===== src/rtl/dma_ptr_pkg.sv =====
package dma_ptr_pkg;

  localparam int REG_AW = 4;

  localparam logic [REG_AW-1:0] IDX_START   = 4'd0;
  localparam logic [REG_AW-1:0] IDX_STOP    = 4'd1;
  localparam logic [REG_AW-1:0] IDX_ENABLE  = 4'd2;
  localparam logic [REG_AW-1:0] IDX_TXPTR   = 4'd3;
  localparam logic [REG_AW-1:0] IDX_RXPTR   = 4'd4;
  localparam logic [REG_AW-1:0] IDX_WORDCNT = 4'd5;
  localparam logic [REG_AW-1:0] IDX_EVT_TX  = 4'd6;
  localparam logic [REG_AW-1:0] IDX_EVT_RX  = 4'd7;
  localparam logic [REG_AW-1:0] IDX_EVT_STP = 4'd8;
  localparam logic [REG_AW-1:0] IDX_IE_SET  = 4'd9;
  localparam logic [REG_AW-1:0] IDX_IE_CLR  = 4'd10;

  localparam int NUM_EVT = 3;

  typedef enum logic [1:0] {
    SLOT_IDLE = 2'd0,
    SLOT_WR   = 2'd1,
    SLOT_RD   = 2'd2
  } slot_e;

  typedef struct packed {
    logic latchBases;
    logic advanceIdx;
    logic captureRx;
    logic captureTx;
    logic issueWr;
    logic issueRd;
  } dp_strobe_t;

endpackage


===== src/rtl/dma_ptr_datapath.sv =====
module dma_ptr_datapath
  import dma_ptr_pkg::*;
#(
  parameter int ADDR_W    = 32,
  parameter int DATA_W    = 32,
  parameter int MAX_WORDS = 256
) (
  input  logic              clk,
  input  logic              rstN,
  input  logic              regWe,
  input  logic [REG_AW-1:0] regAddr,
  input  logic [31:0]       regWdata,
  input  dp_strobe_t        strobe,
  input  logic [DATA_W-1:0] rxWord,
  input  logic [DATA_W-1:0] memRdata,
  output logic              lastWord,
  output logic              memReq,
  output logic              memWe,
  output logic [ADDR_W-1:0] memAddr,
  output logic [DATA_W-1:0] memWdata,
  output logic [DATA_W-1:0] txWord,
  output logic              cntErr
);

  localparam int CNT_W = $clog2(MAX_WORDS + 1);
  localparam logic [CNT_W-1:0] CNT_MAX = CNT_W'(MAX_WORDS);
  localparam logic [CNT_W-1:0] CNT_ONE = CNT_W'(1);

  logic [ADDR_W-1:0] txPtrReg, rxPtrReg;
  logic [ADDR_W-1:0] txBase, rxBase;
  logic [CNT_W-1:0]  cntReg, curCnt, wordIdx;
  logic [DATA_W-1:0] rxHold;
  logic [ADDR_W-1:0] wordOffset;

  logic wrTxPtr, wrRxPtr, wrCnt;
  assign wrTxPtr = regWe && (regAddr == IDX_TXPTR);
  assign wrRxPtr = regWe && (regAddr == IDX_RXPTR);
  assign wrCnt   = regWe && (regAddr == IDX_WORDCNT);

  // Pointer registers keep only word-aligned addresses.
  always_ff @(posedge clk) begin
    if (!rstN) begin
      txPtrReg <= '0;
      rxPtrReg <= '0;
    end else begin
      if (wrTxPtr) txPtrReg <= {regWdata[ADDR_W-1:2], 2'b00};
      if (wrRxPtr) rxPtrReg <= {regWdata[ADDR_W-1:2], 2'b00};
    end
  end

  // Shared word count with clamping to the legal range.
  always_ff @(posedge clk) begin
    if (!rstN) begin
      cntReg <= CNT_ONE;
      cntErr <= 1'b0;
    end else if (wrCnt) begin
      if (regWdata == 32'd0) begin
        cntReg <= CNT_ONE;
        cntErr <= 1'b1;
      end else if (regWdata > 32'(MAX_WORDS)) begin
        cntReg <= CNT_MAX;
        cntErr <= 1'b1;
      end else begin
        cntReg <= regWdata[CNT_W-1:0];
        cntErr <= 1'b0;
      end
    end
  end

  // Working bases, active count and word index.
  always_ff @(posedge clk) begin
    if (!rstN) begin
      txBase  <= '0;
      rxBase  <= '0;
      curCnt  <= CNT_ONE;
      wordIdx <= '0;
    end else if (strobe.latchBases) begin
      txBase  <= txPtrReg;
      rxBase  <= rxPtrReg;
      curCnt  <= cntReg;
      wordIdx <= '0;
    end else if (strobe.advanceIdx) begin
      wordIdx <= wordIdx + CNT_ONE;
    end
  end

  assign lastWord = (wordIdx == (curCnt - CNT_ONE));

  // Data capture on both sides of the memory.
  always_ff @(posedge clk) begin
    if (!rstN) begin
      rxHold <= '0;
      txWord <= '0;
    end else begin
      if (strobe.captureRx) rxHold <= rxWord;
      if (strobe.captureTx) txWord <= memRdata;
    end
  end

  assign wordOffset = ADDR_W'(wordIdx) << 2;
  assign memReq     = strobe.issueWr || strobe.issueRd;
  assign memWe      = strobe.issueWr;
  assign memAddr    = strobe.issueWr ? (rxBase + wordOffset) : (txBase + wordOffset);
  assign memWdata   = rxHold;

endmodule


===== src/rtl/dma_ptr_ctrl.sv =====
module dma_ptr_ctrl
  import dma_ptr_pkg::*;
(
  input  logic              clk,
  input  logic              rstN,
  input  logic              regWe,
  input  logic [REG_AW-1:0] regAddr,
  input  logic [31:0]       regWdata,
  input  logic              wordTick,
  input  logic              lastWord,
  output dp_strobe_t        strobe,
  output logic              evtTxPtr,
  output logic              evtRxPtr,
  output logic              evtStopped,
  output logic              irq
);

  logic              running, txOn, rxOn;
  slot_e             slot;
  logic [1:0]        enReg;
  logic [NUM_EVT-1:0] evtBits, evtSet, evtClr, intEn;

  logic wrStart, wrStop, wrEnable, startTake, rdDone, wrapNow, txOff, rxOff;

  assign wrStart   = regWe && (regAddr == IDX_START);
  assign wrStop    = regWe && (regAddr == IDX_STOP);
  assign wrEnable  = regWe && (regAddr == IDX_ENABLE);
  assign startTake = wrStart && !running && !wrStop;
  assign rdDone    = running && !wrStop && (slot == SLOT_RD);
  assign wrapNow   = rdDone && lastWord;
  assign txOff     = running && !wrStop && wrEnable && !regWdata[0] && txOn;
  assign rxOff     = running && !wrStop && wrEnable && !regWdata[1] && rxOn;

  always_comb begin
    strobe            = '0;
    strobe.latchBases = startTake || wrapNow;
    strobe.advanceIdx = rdDone && !lastWord;
    strobe.captureRx  = running && !wrStop && (slot == SLOT_IDLE) && wordTick;
    strobe.captureTx  = rdDone && txOn;
    strobe.issueWr    = (slot == SLOT_WR) && rxOn;
    strobe.issueRd    = (slot == SLOT_RD) && txOn;
  end

  // Run state and per-direction activity.
  always_ff @(posedge clk) begin
    if (!rstN) begin
      running <= 1'b0;
      txOn    <= 1'b0;
      rxOn    <= 1'b0;
      slot    <= SLOT_IDLE;
    end else if (wrStop) begin
      running <= 1'b0;
      txOn    <= 1'b0;
      rxOn    <= 1'b0;
      slot    <= SLOT_IDLE;
    end else if (startTake) begin
      running <= 1'b1;
      txOn    <= enReg[0];
      rxOn    <= enReg[1];
      slot    <= SLOT_IDLE;
    end else if (running) begin
      if (txOff) txOn <= 1'b0;
      if (rxOff) rxOn <= 1'b0;
      unique case (slot)
        SLOT_IDLE: if (wordTick) slot <= SLOT_WR;
        SLOT_WR:   slot <= SLOT_RD;
        SLOT_RD:   slot <= SLOT_IDLE;
        default:   slot <= SLOT_IDLE;
      endcase
    end
  end

  always_ff @(posedge clk) begin
    if (!rstN) enReg <= 2'b00;
    else if (wrEnable) enReg <= regWdata[1:0];
  end

  // Event sources: transmit, receive, stopped.
  assign evtSet[0] = (startTake && enReg[0]) || (wrapNow && txOn) || txOff;
  assign evtSet[1] = (startTake && enReg[1]) || (wrapNow && rxOn) || rxOff;
  assign evtSet[2] = wrStop;

  localparam logic [REG_AW-1:0] EVT_IDX [NUM_EVT] = '{IDX_EVT_TX, IDX_EVT_RX, IDX_EVT_STP};

  for (genvar e = 0; e < NUM_EVT; e++) begin : g_evt
    assign evtClr[e] = regWe && (regAddr == EVT_IDX[e]) && (regWdata == 32'd0);
    always_ff @(posedge clk) begin
      if (!rstN) evtBits[e] <= 1'b0;
      else if (evtSet[e]) evtBits[e] <= 1'b1;
      else if (evtClr[e]) evtBits[e] <= 1'b0;
    end
  end

  always_ff @(posedge clk) begin
    if (!rstN) intEn <= '0;
    else if (regWe && (regAddr == IDX_IE_SET)) intEn <= intEn | regWdata[NUM_EVT-1:0];
    else if (regWe && (regAddr == IDX_IE_CLR)) intEn <= intEn & ~regWdata[NUM_EVT-1:0];
  end

  assign evtTxPtr   = evtBits[0];
  assign evtRxPtr   = evtBits[1];
  assign evtStopped = evtBits[2];
  assign irq        = |(evtBits & intEn);

endmodule


===== src/rtl/audio_dma_ptr.sv =====
module audio_dma_ptr
  import dma_ptr_pkg::*;
#(
  parameter int ADDR_W    = 32,
  parameter int DATA_W    = 32,
  parameter int MAX_WORDS = 256
) (
  input  logic              clk,
  input  logic              rstN,
  input  logic              regWe,
  input  logic [3:0]        regAddr,
  input  logic [31:0]       regWdata,
  input  logic              wordTick,
  input  logic [DATA_W-1:0] rxWord,
  output logic [DATA_W-1:0] txWord,
  output logic              memReq,
  output logic              memWe,
  output logic [ADDR_W-1:0] memAddr,
  output logic [DATA_W-1:0] memWdata,
  input  logic [DATA_W-1:0] memRdata,
  output logic              evtTxPtr,
  output logic              evtRxPtr,
  output logic              evtStopped,
  output logic              irq,
  output logic              cntErr
);

  dp_strobe_t strobe;
  logic       lastWord;

  dma_ptr_ctrl i_ctrl (
    .clk        (clk),
    .rstN       (rstN),
    .regWe      (regWe),
    .regAddr    (regAddr),
    .regWdata   (regWdata),
    .wordTick   (wordTick),
    .lastWord   (lastWord),
    .strobe     (strobe),
    .evtTxPtr   (evtTxPtr),
    .evtRxPtr   (evtRxPtr),
    .evtStopped (evtStopped),
    .irq        (irq)
  );

  dma_ptr_datapath #(
    .ADDR_W    (ADDR_W),
    .DATA_W    (DATA_W),
    .MAX_WORDS (MAX_WORDS)
  ) i_datapath (
    .clk      (clk),
    .rstN     (rstN),
    .regWe    (regWe),
    .regAddr  (regAddr),
    .regWdata (regWdata),
    .strobe   (strobe),
    .rxWord   (rxWord),
    .memRdata (memRdata),
    .lastWord (lastWord),
    .memReq   (memReq),
    .memWe    (memWe),
    .memAddr  (memAddr),
    .memWdata (memWdata),
    .txWord   (txWord),
    .cntErr   (cntErr)
  );

endmodule


===== config.mk =====
export PLATFORM = sky130hd
export DESIGN_NAME = audio_dma_ptr
export DESIGN_NICKNAME = d
export VERILOG_FILES = /design/src/rtl/dma_ptr_pkg.sv /design/src/rtl/dma_ptr_datapath.sv /design/src/rtl/dma_ptr_ctrl.sv /design/src/rtl/audio_dma_ptr.sv
export SDC_FILE = /design/constraint.sdc
export NUM_CORES = 1
export LEC_CHECK = 0
export BUFFER_PORTS_ARGS = -buffer_cell sky130_fd_sc_hd__buf_4
export CAP_MARGIN = 40
export CORE_ASPECT_RATIO = 1.4
export CORE_MARGIN = 3
export CORE_UTILIZATION = 45
export CTS_CLUSTER_DIAMETER = 50
export DETAILED_ROUTE_END_ITERATION = 16
export PLACE_DENSITY = 0.7
export SYNTH_ARGS = -nofsm -noshare
export SYNTH_HDL_FRONTEND = slang
export SYNTH_SLANG_ARGS = --single-unit

===== constraint.sdc =====
create_clock -name clk -period 5.55 [get_ports clk]
set_input_delay 1.11 -clock clk [delete_from_list [all_inputs] [get_ports clk]]
set_output_delay 1.11 -clock clk [all_outputs]
set_load 0.05 [all_outputs]

==> flow_summary_export.csv, run 1 <==
group,metric,value,unit
sta,max_freq,194,MHz
sta,tns,0,ns
detailed_routing,wl_per_cell,15.6,um
setup_path,cp-end-kind,"primary output",
detailed_routing,routed_wl,27700,um
yosys,synth-main-ff-cell,"dfxtp_1",
cts,htreeDepth,1,
sta,setup_violations,0,
placed_design,placed_cells,1727,
sta,fin_crit,5.15,ns
grt,grt_first_pass_wirelength,45000,um
pwr,powerDensity,271,nW/um^2
final_layout,antenna_cells,0,
setup_path,crit_required,4.44,ns
sta,rsz0062_at_grt,"false",
sta,relSlewSlack,36.0,%
grt,grt_use_total,21.2,%
cts,holdBufCountCts,0,
setup_path,arrival,4.04,ns
yosys,yosysWarnings,0,
sta,hold_viol_final,0,
detailed_routing,via_count,9189,
placed_design,portBuffers,204,
floorplanning,start_util,46.3,%
floorplanning,die-height,187,um
yosys,async_flop_share,0,%
floorplanning,core,22800,um^2
cts,cts_buffers,25,
floorplanning,ios,207,
yosys,ys_ff_latch,225,
job,maxCapViolations,0,
setup_path,timing.reg2reg.worst_path_depth,7,
setup_path,cp-start-kind,"flop",
detailed_routing,detail-route-antenna-nets,0,
placed_design,gp_congestion,0.845,
cts,clk_latency,0.54,ns
detailed_routing,drtPass1Iterations,4,
sta,timing.final.crit_share,92.8,%
sta,drv_slew,0,
outcome,status,"completed",
final_layout,fin_cells,1775,
setup_path,r2r-end,"i_datapath.rxBase[26]",
grt,antenna_found_initial,0,
yosys,synth.most_common_cell,"nand2_1",
final_layout,final_util,58.4,%
sta,fin_skew,0.0224,ns
yosys,synth_top_cell_area_share,42.7,%
yosys,yosysTopAreaCell,"dfxtp_1",
grt,grt_max_degree,130,
cts,cts_tree,"done",
setup_path,rrSetupSlack,2.62,ns
yosys,yosysSeqAreaShare,42.7,%
cts,clock-sinks,225,
detailed_routing,avgViaCountPerCell,5.18,
setup_path,crit_path_start,"i_ctrl.slot[1]",
pwr,p_leak,0.00560,uW
setup_path,rr_startpoint,"i_datapath.curCnt[0]",
final_layout,area_delta_synth_final,26.1,%
yosys,synthTopCellsByCount,"nand2_1 (449), dfxtp_1 (225), a21boi_0 (130), mux2i_1 (92), clkbuf_1 (67)",
floorplanning,rows,65,
yosys,ys_types,55,
setup_path,cp-endpoint,"memAddr[29]",
floorplanning,dieWidth,135,um
final_layout,layout-drive-gt1-share,19.7,%
detailed_routing,dr.first_iter.drc_count,462,
pwr,vdd_drop_max,0.233,mV
yosys,synth_cells,1289,
yosys,synth_area,10500,um^2
grt,grt_pass1_vias,8931,
detailed_routing,drc,0,
placed_design,hpwl,19800,um
setup_path,worst-path-max-fanout,31,
cts,clk_path_buf_depth,3,
final_layout,finalNetCount,1572,
yosys,yosys-top-cells-area,"dfxtp_1 (43%), nand2_1 (16%), a21boi_0 (9.3%)",
hold_path,hold_path_class,"flop to flop",
cts,clockRootBuffer,"clkbuf_16",
grt,overflow,0,
cts,clk_pin_slew_worst_paths,0.06,ns
sta,tightest_slew,0.956,ns
floorplanning,die-area,25300,um^2
yosys,synth-edff-count,0,
setup_path,crit_type,"flop to primary output",
yosys,syn_avg_cell_area,8.18,um^2
[worst min-delay path by stage]
stage | start | end | slack (ns) | cells after the start
global placement | i_datapath.rxPtrReg[19] | i_datapath.rxBase[19] | 0.44 | 2
CTS | i_datapath.txPtrReg[11] | i_datapath.txBase[11] | 0.45 | 2
floorplan | i_datapath.cntReg[8] | i_datapath.curCnt[8] | 0.43 | 2
detailed placement | i_datapath.txPtrReg[4] | i_datapath.txBase[4] | 0.44 | 2
global route | i_datapath.txPtrReg[11] | i_datapath.txBase[11] | 0.46 | 2
finish | i_datapath.txPtrReg[11] | i_datapath.txBase[11] | 0.45 | 2
[cell type report]
type	instances	area [um^2]
clock buffer	30	684
fill	2117	9480
sequential	225	4500
clock inverter	15	233
tap	301	377
multi-input combinational	972	5720
inverter	9	33.8
timing repair buffer	223	1740
[metrics by stage]
stage	instance area [um^2]	setup slack (ns)	power, uW	hold slack [ns]
after floorplan	10600	0.000418	1740	0.435
after global placement	12300	0.853	1830	0.441
after detailed placement	12300	0.779	1830	0.443
after CTS	13300	0.196	3650	0.446
after global routing	13300	0.112	3720	0.463
final	13300	0.400	3610	0.445
[registers in the layout, indices dropped and copies added, names as in the netlist, named ones only]
signal	cells
i_datapath.curCnt	9
i_datapath.txPtrReg	30
i_datapath.wordIdx	9
i_ctrl.evtStopped	1
i_ctrl.slot	2
i_ctrl.evtTxPtr	1
i_datapath.rxBase	30
i_ctrl.rxOn	1
i_datapath.memWdata	32
i_datapath.cntReg	9
i_ctrl.evtRxPtr	1
i_ctrl.txOn	1
i_datapath.cntErr	1
i_ctrl.running	1
i_ctrl.enReg	2
i_datapath.rxPtrReg	30
i_datapath.txWord	32
i_datapath.txBase	30
[worst max-delay path: stages (launching register included)]
cell and delay [ns]:
dfxtp_1 0.37, nand3b_1 0.12, buf_4 0.16, inv_1 0.05, buf_4 0.23, nand2_1 0.10
nand2_1 0.05, ha_1 0.35, a21o_1 0.15, a21oi_1 0.07, a21oi_1 0.49, nor2_1 0.24
or4b_2 0.75, xor2_2 0.16, buf_4 0.19
[cells by family (layout without fill, tap and decap cells)]
| kind of cell | after synthesis | in the layout | synth area share [%] |
|---|---|---|---|
| other | 1 | 2 | 0.0356 |
| buffers and inverters | 93 | 277 | 3.87 |
| DFF | 225 | 225 | 42.7 |
| adders and majority gates | 12 | 12 | 1.50 |
| and+or+nand+nor | 597 | 597 | 24.3 |
| AOI/OAI and AO/OA | 226 | 226 | 15.2 |
| xor gates and xnor gates | 40 | 40 | 3.32 |
| muxes | 95 | 95 | 9.05 |
[placed cells by master (no fill, tap or decap), drive strengths merged, types with 11 or more instances in the layout]
| cell | instances |
|---|---|
| ha | 11 |
| nor4 | 11 |
| nor3 | 13 |
| dfxtp | 225 |
| xor2 | 17 |
| nand4 | 12 |
| a21o | 11 |
| nand3 | 20 |
| nor2 | 24 |
| a21boi | 130 |
| buf | 222 |
| clkbuf | 30 |
| nor2b | 16 |
| a21oi | 23 |
| mux2i | 92 |
| o21ai | 21 |
| xnor2 | 23 |
| nand2 | 449 |
| inv | 15 |
[power breakdown]
| group | internal (uW) | leakage, uW | switching (uW) |
|---|---|---|---|
| logic | 78.2 | 0.00333 | 88.9 |
| registers | 1620 | 0.00181 | 5.33 |
| clock network | 1090 | 0.000449 | 718 |
[routing by layer]
layer	vias up	track usage, %	share of wire [%]	wire length (um)
li1	4674	-	-	-
met1	4193	26.8	43	11800
met2	268	34.7	46	12800
met3	54	6.51	8.2	2270
met4	0	6.36	2.6	730
met5	-	0	0	0
[timing repair]
item	in CTS	in global routing
setup buffers	0	3
gates resized for setup	0	3
endpoints found under the setup margin	0	4
(Power assumes the default switching activity.)
==> inputs of run 2 (changes only) <==
- CELL_PAD_IN_SITES_DETAIL_PLACEMENT: default -> 2
- CELL_PAD_IN_SITES_GLOBAL_PLACEMENT: default -> 2
- CORE_UTILIZATION: 45 -> 32
- PLACE_DENSITY: 0.7 -> 0.82
==> run 2 against run 1 <==
Against the previous run:
- routed wire length is 30% higher
- sequential power barely moved
- power rose by 2.4%
- final cell count up 7.7%
- die area grew 39%
- register-to-register slack worse by 0.10 ns
- combinational power is 3% higher
- hold slack better by 0.0098 ns
==> flow_summary_export.csv, run 2 (synthesized netlist as in run 1, its figures left out) <==
group,metric,value,unit
outcome,status,"completed",
sta,timing.final.crit_share,92.4,%
final_layout,antenna_cells,0,
floorplanning,core,32500,um^2
placed_design,portBuffers,204,
pwr,power.share.sequential,44.1,%
sta,drv_slew,0,
setup_path,crit_required,4.44,ns
sta,hold_viol_final,0,
sta,tightest_slew,0.808,ns
pwr,p_leak,0.00557,uW
hold_path,worstHoldStart,"i_datapath.rxPtrReg[31]",
setup_path,cp-end-kind,"primary output",
floorplanning,die-height,221,um
setup_path,rr_startpoint,"i_datapath.curCnt[0]",
setup_path,r2r-end,"i_datapath.rxBase[24]",
sta,tns,0,ns
placed_design,placed_cells,1864,
floorplanning,die-area,35200,um^2
grt,grt_max_degree,199,
grt,grt_use_total,19.9,%
sta,fin_skew,0.0112,ns
placed_design,place_ws,0.920,ns
sta,fin_crit,5.13,ns
sta,max_freq,195,MHz
hold_path,hold_end,"i_datapath.rxBase[31]",
grt,grt_first_pass_wirelength,57600,um
job,maxCapViolations,0,
floorplanning,ios,207,
cts,cts_setup_buffers,0,
detailed_routing,wl_per_cell,18.9,um
pwr,vdd_drop_max,0.210,mV
floorplanning,dieWidth,159,um
grt,grt_pass1_vias,10600,
final_layout,most-common-layout-cells,"nand2_1 (449), dfxtp_1 (225), buf_4 (213)",
hold_path,min_path_cells,2,
placed_design,gp_congestion,0.792,
final_layout,area_delta_synth_final,27.2,%
cts,clk_path_buf_depth,3,
placed_design,hpwl,25800,um
pwr,p_sw,842,uW
setup_path,timing.reg2reg.worst_path_depth,7,
setup_path,rrSetupSlack,2.52,ns
cts,holdBufCountCts,0,
setup_path,cp_num_buf_inv,3,
grt,antenna_found_initial,0,
sta,rsz0062_at_grt,"false",
sta,relSlewSlack,46.1,%
floorplanning,rows,78,
final_layout,finalNetCount,1569,
sta,setup_slack,0.421,ns
final_layout,final_common_cell,"nand2_1",
grt,overflow,0,
setup_path,crit_path_cell_trace,"nand3b_1, inv_1, buf_4, nand2_1, nand2_1, ha_1, nor2b_1, o31a_1, o21ai_0, a21o_1, nor2_1, xor2_1, buf_4",
detailed_routing,dr.first_iter.drc_count,353,
pwr,p_clk_share,51.2,%
cts,clockRootBuffer,"clkbuf_16",
cts,cts_resized,0,
setup_path,worst-path-max-fanout,29,
cts,clock-sinks,225,
cts,clk_latency,0.54,ns
detailed_routing,drc,0,
pwr,power_frac_comb,4.7,%
detailed_routing,detail-route-antenna-nets,0,
floorplanning,start_util,32.4,%
final_layout,layout-drive-gt1-share,19.4,%
detailed_routing,routed_wl,36100,um
final_layout,fin_cells,1912,
setup_path,cp-start-kind,"flop",
detailed_routing,drtPass1Iterations,4,
setup_path,arrival,4.02,ns
cts,clk_pin_slew_worst_paths,0.06,ns
setup_path,crit_type,"flop to primary output",
setup_path,slowest_delay,0.45,ns
cts,cts_buffers,27,
pwr,swShare,22.8,%
setup_path,cp_slowest_cell,"o21ai_0",
cts,cts_tree,"done",
hold_path,hold_path_class,"flop to flop",
pwr,powerDensity,275,nW/um^2
pwr,intPower,2850,uW
detailed_routing,avgViaCountPerCell,5.01,
cts,htreeDepth,1,
sta,setup_violations,0,
detailed_routing,via_count,9577,
setup_path,path_delay_family,"compound AO/OA/AOI/OAI gates",
## run 2: power by group through the flow
stage               clock network, uW  registers [uW]  logic (uW)
floorplan                           0            1670        73.9
global placement                    0            1660         170
detailed placement                  0            1670         174
CTS                              1940            1630         175
global route                     2010            1630         188
finish                           1890            1630         172
## run 2: area by class of cell
| type | instances | area (um^2) |
|---|---|---|
| clock buffers | 31 | 701 |
| fillers | 3630 | 19100 |
| repair buffers | 218 | 1670 |
| inverters | 9 | 33.8 |
| flip-flops and latches | 225 | 4500 |
| clock inverters | 17 | 245 |
| multi-input cells | 972 | 5710 |
| well taps | 440 | 551 |
## run 2: worst max path at each step
stage                         from     endpoint  slack [ns]  depth (start not counted)
CTS                 i_ctrl.slot[0]  memAddr[22]        0.32                         13
floorplan           i_ctrl.slot[1]  memAddr[22]      0.0004                         17
finish              i_ctrl.slot[0]  memAddr[22]        0.42                         13
global placement    i_ctrl.slot[1]  memAddr[20]        1.16                         13
detailed placement  i_ctrl.slot[0]  memAddr[22]        0.92                         13
global route        i_ctrl.slot[0]  memAddr[22]        0.05                         13
## run 2: per-stage QoR
| stage | hold slack [ns] | util (%) | power, uW | area [um^2] |
|---|---|---|---|---|
| after global placement | 0.440 | 38.3 | 1830 | 12400 |
| after floorplan | 0.435 | - | 1740 | 10600 |
| after global routing | 0.475 | 41.3 | 3820 | 13400 |
| after detailed placement | 0.451 | 38.4 | 1840 | 12500 |
| final | 0.455 | 41.3 | 3690 | 13400 |
| after CTS | 0.458 | 41.3 | 3750 | 13400 |
## run 2: metal layers
layer	GRT usage [%]	share of wire [%]	vias to the layer above
li1	-	-	4665
met4	4.76	1.6	0
met1	23.1	41	4668
met2	36.8	51	203
met3	5.26	6.3	41
met5	0	0	-
## run 2: worst register-to-register path, cell delays in order, from the launching register on
cell,delay [ns]
dfxtp_1,0.34
or4_4,0.56
o31a_1,0.30
a311o_1,0.34
nand4_1,0.30
and2_4,0.42
buf_12,0.39
mux2i_1,0.30
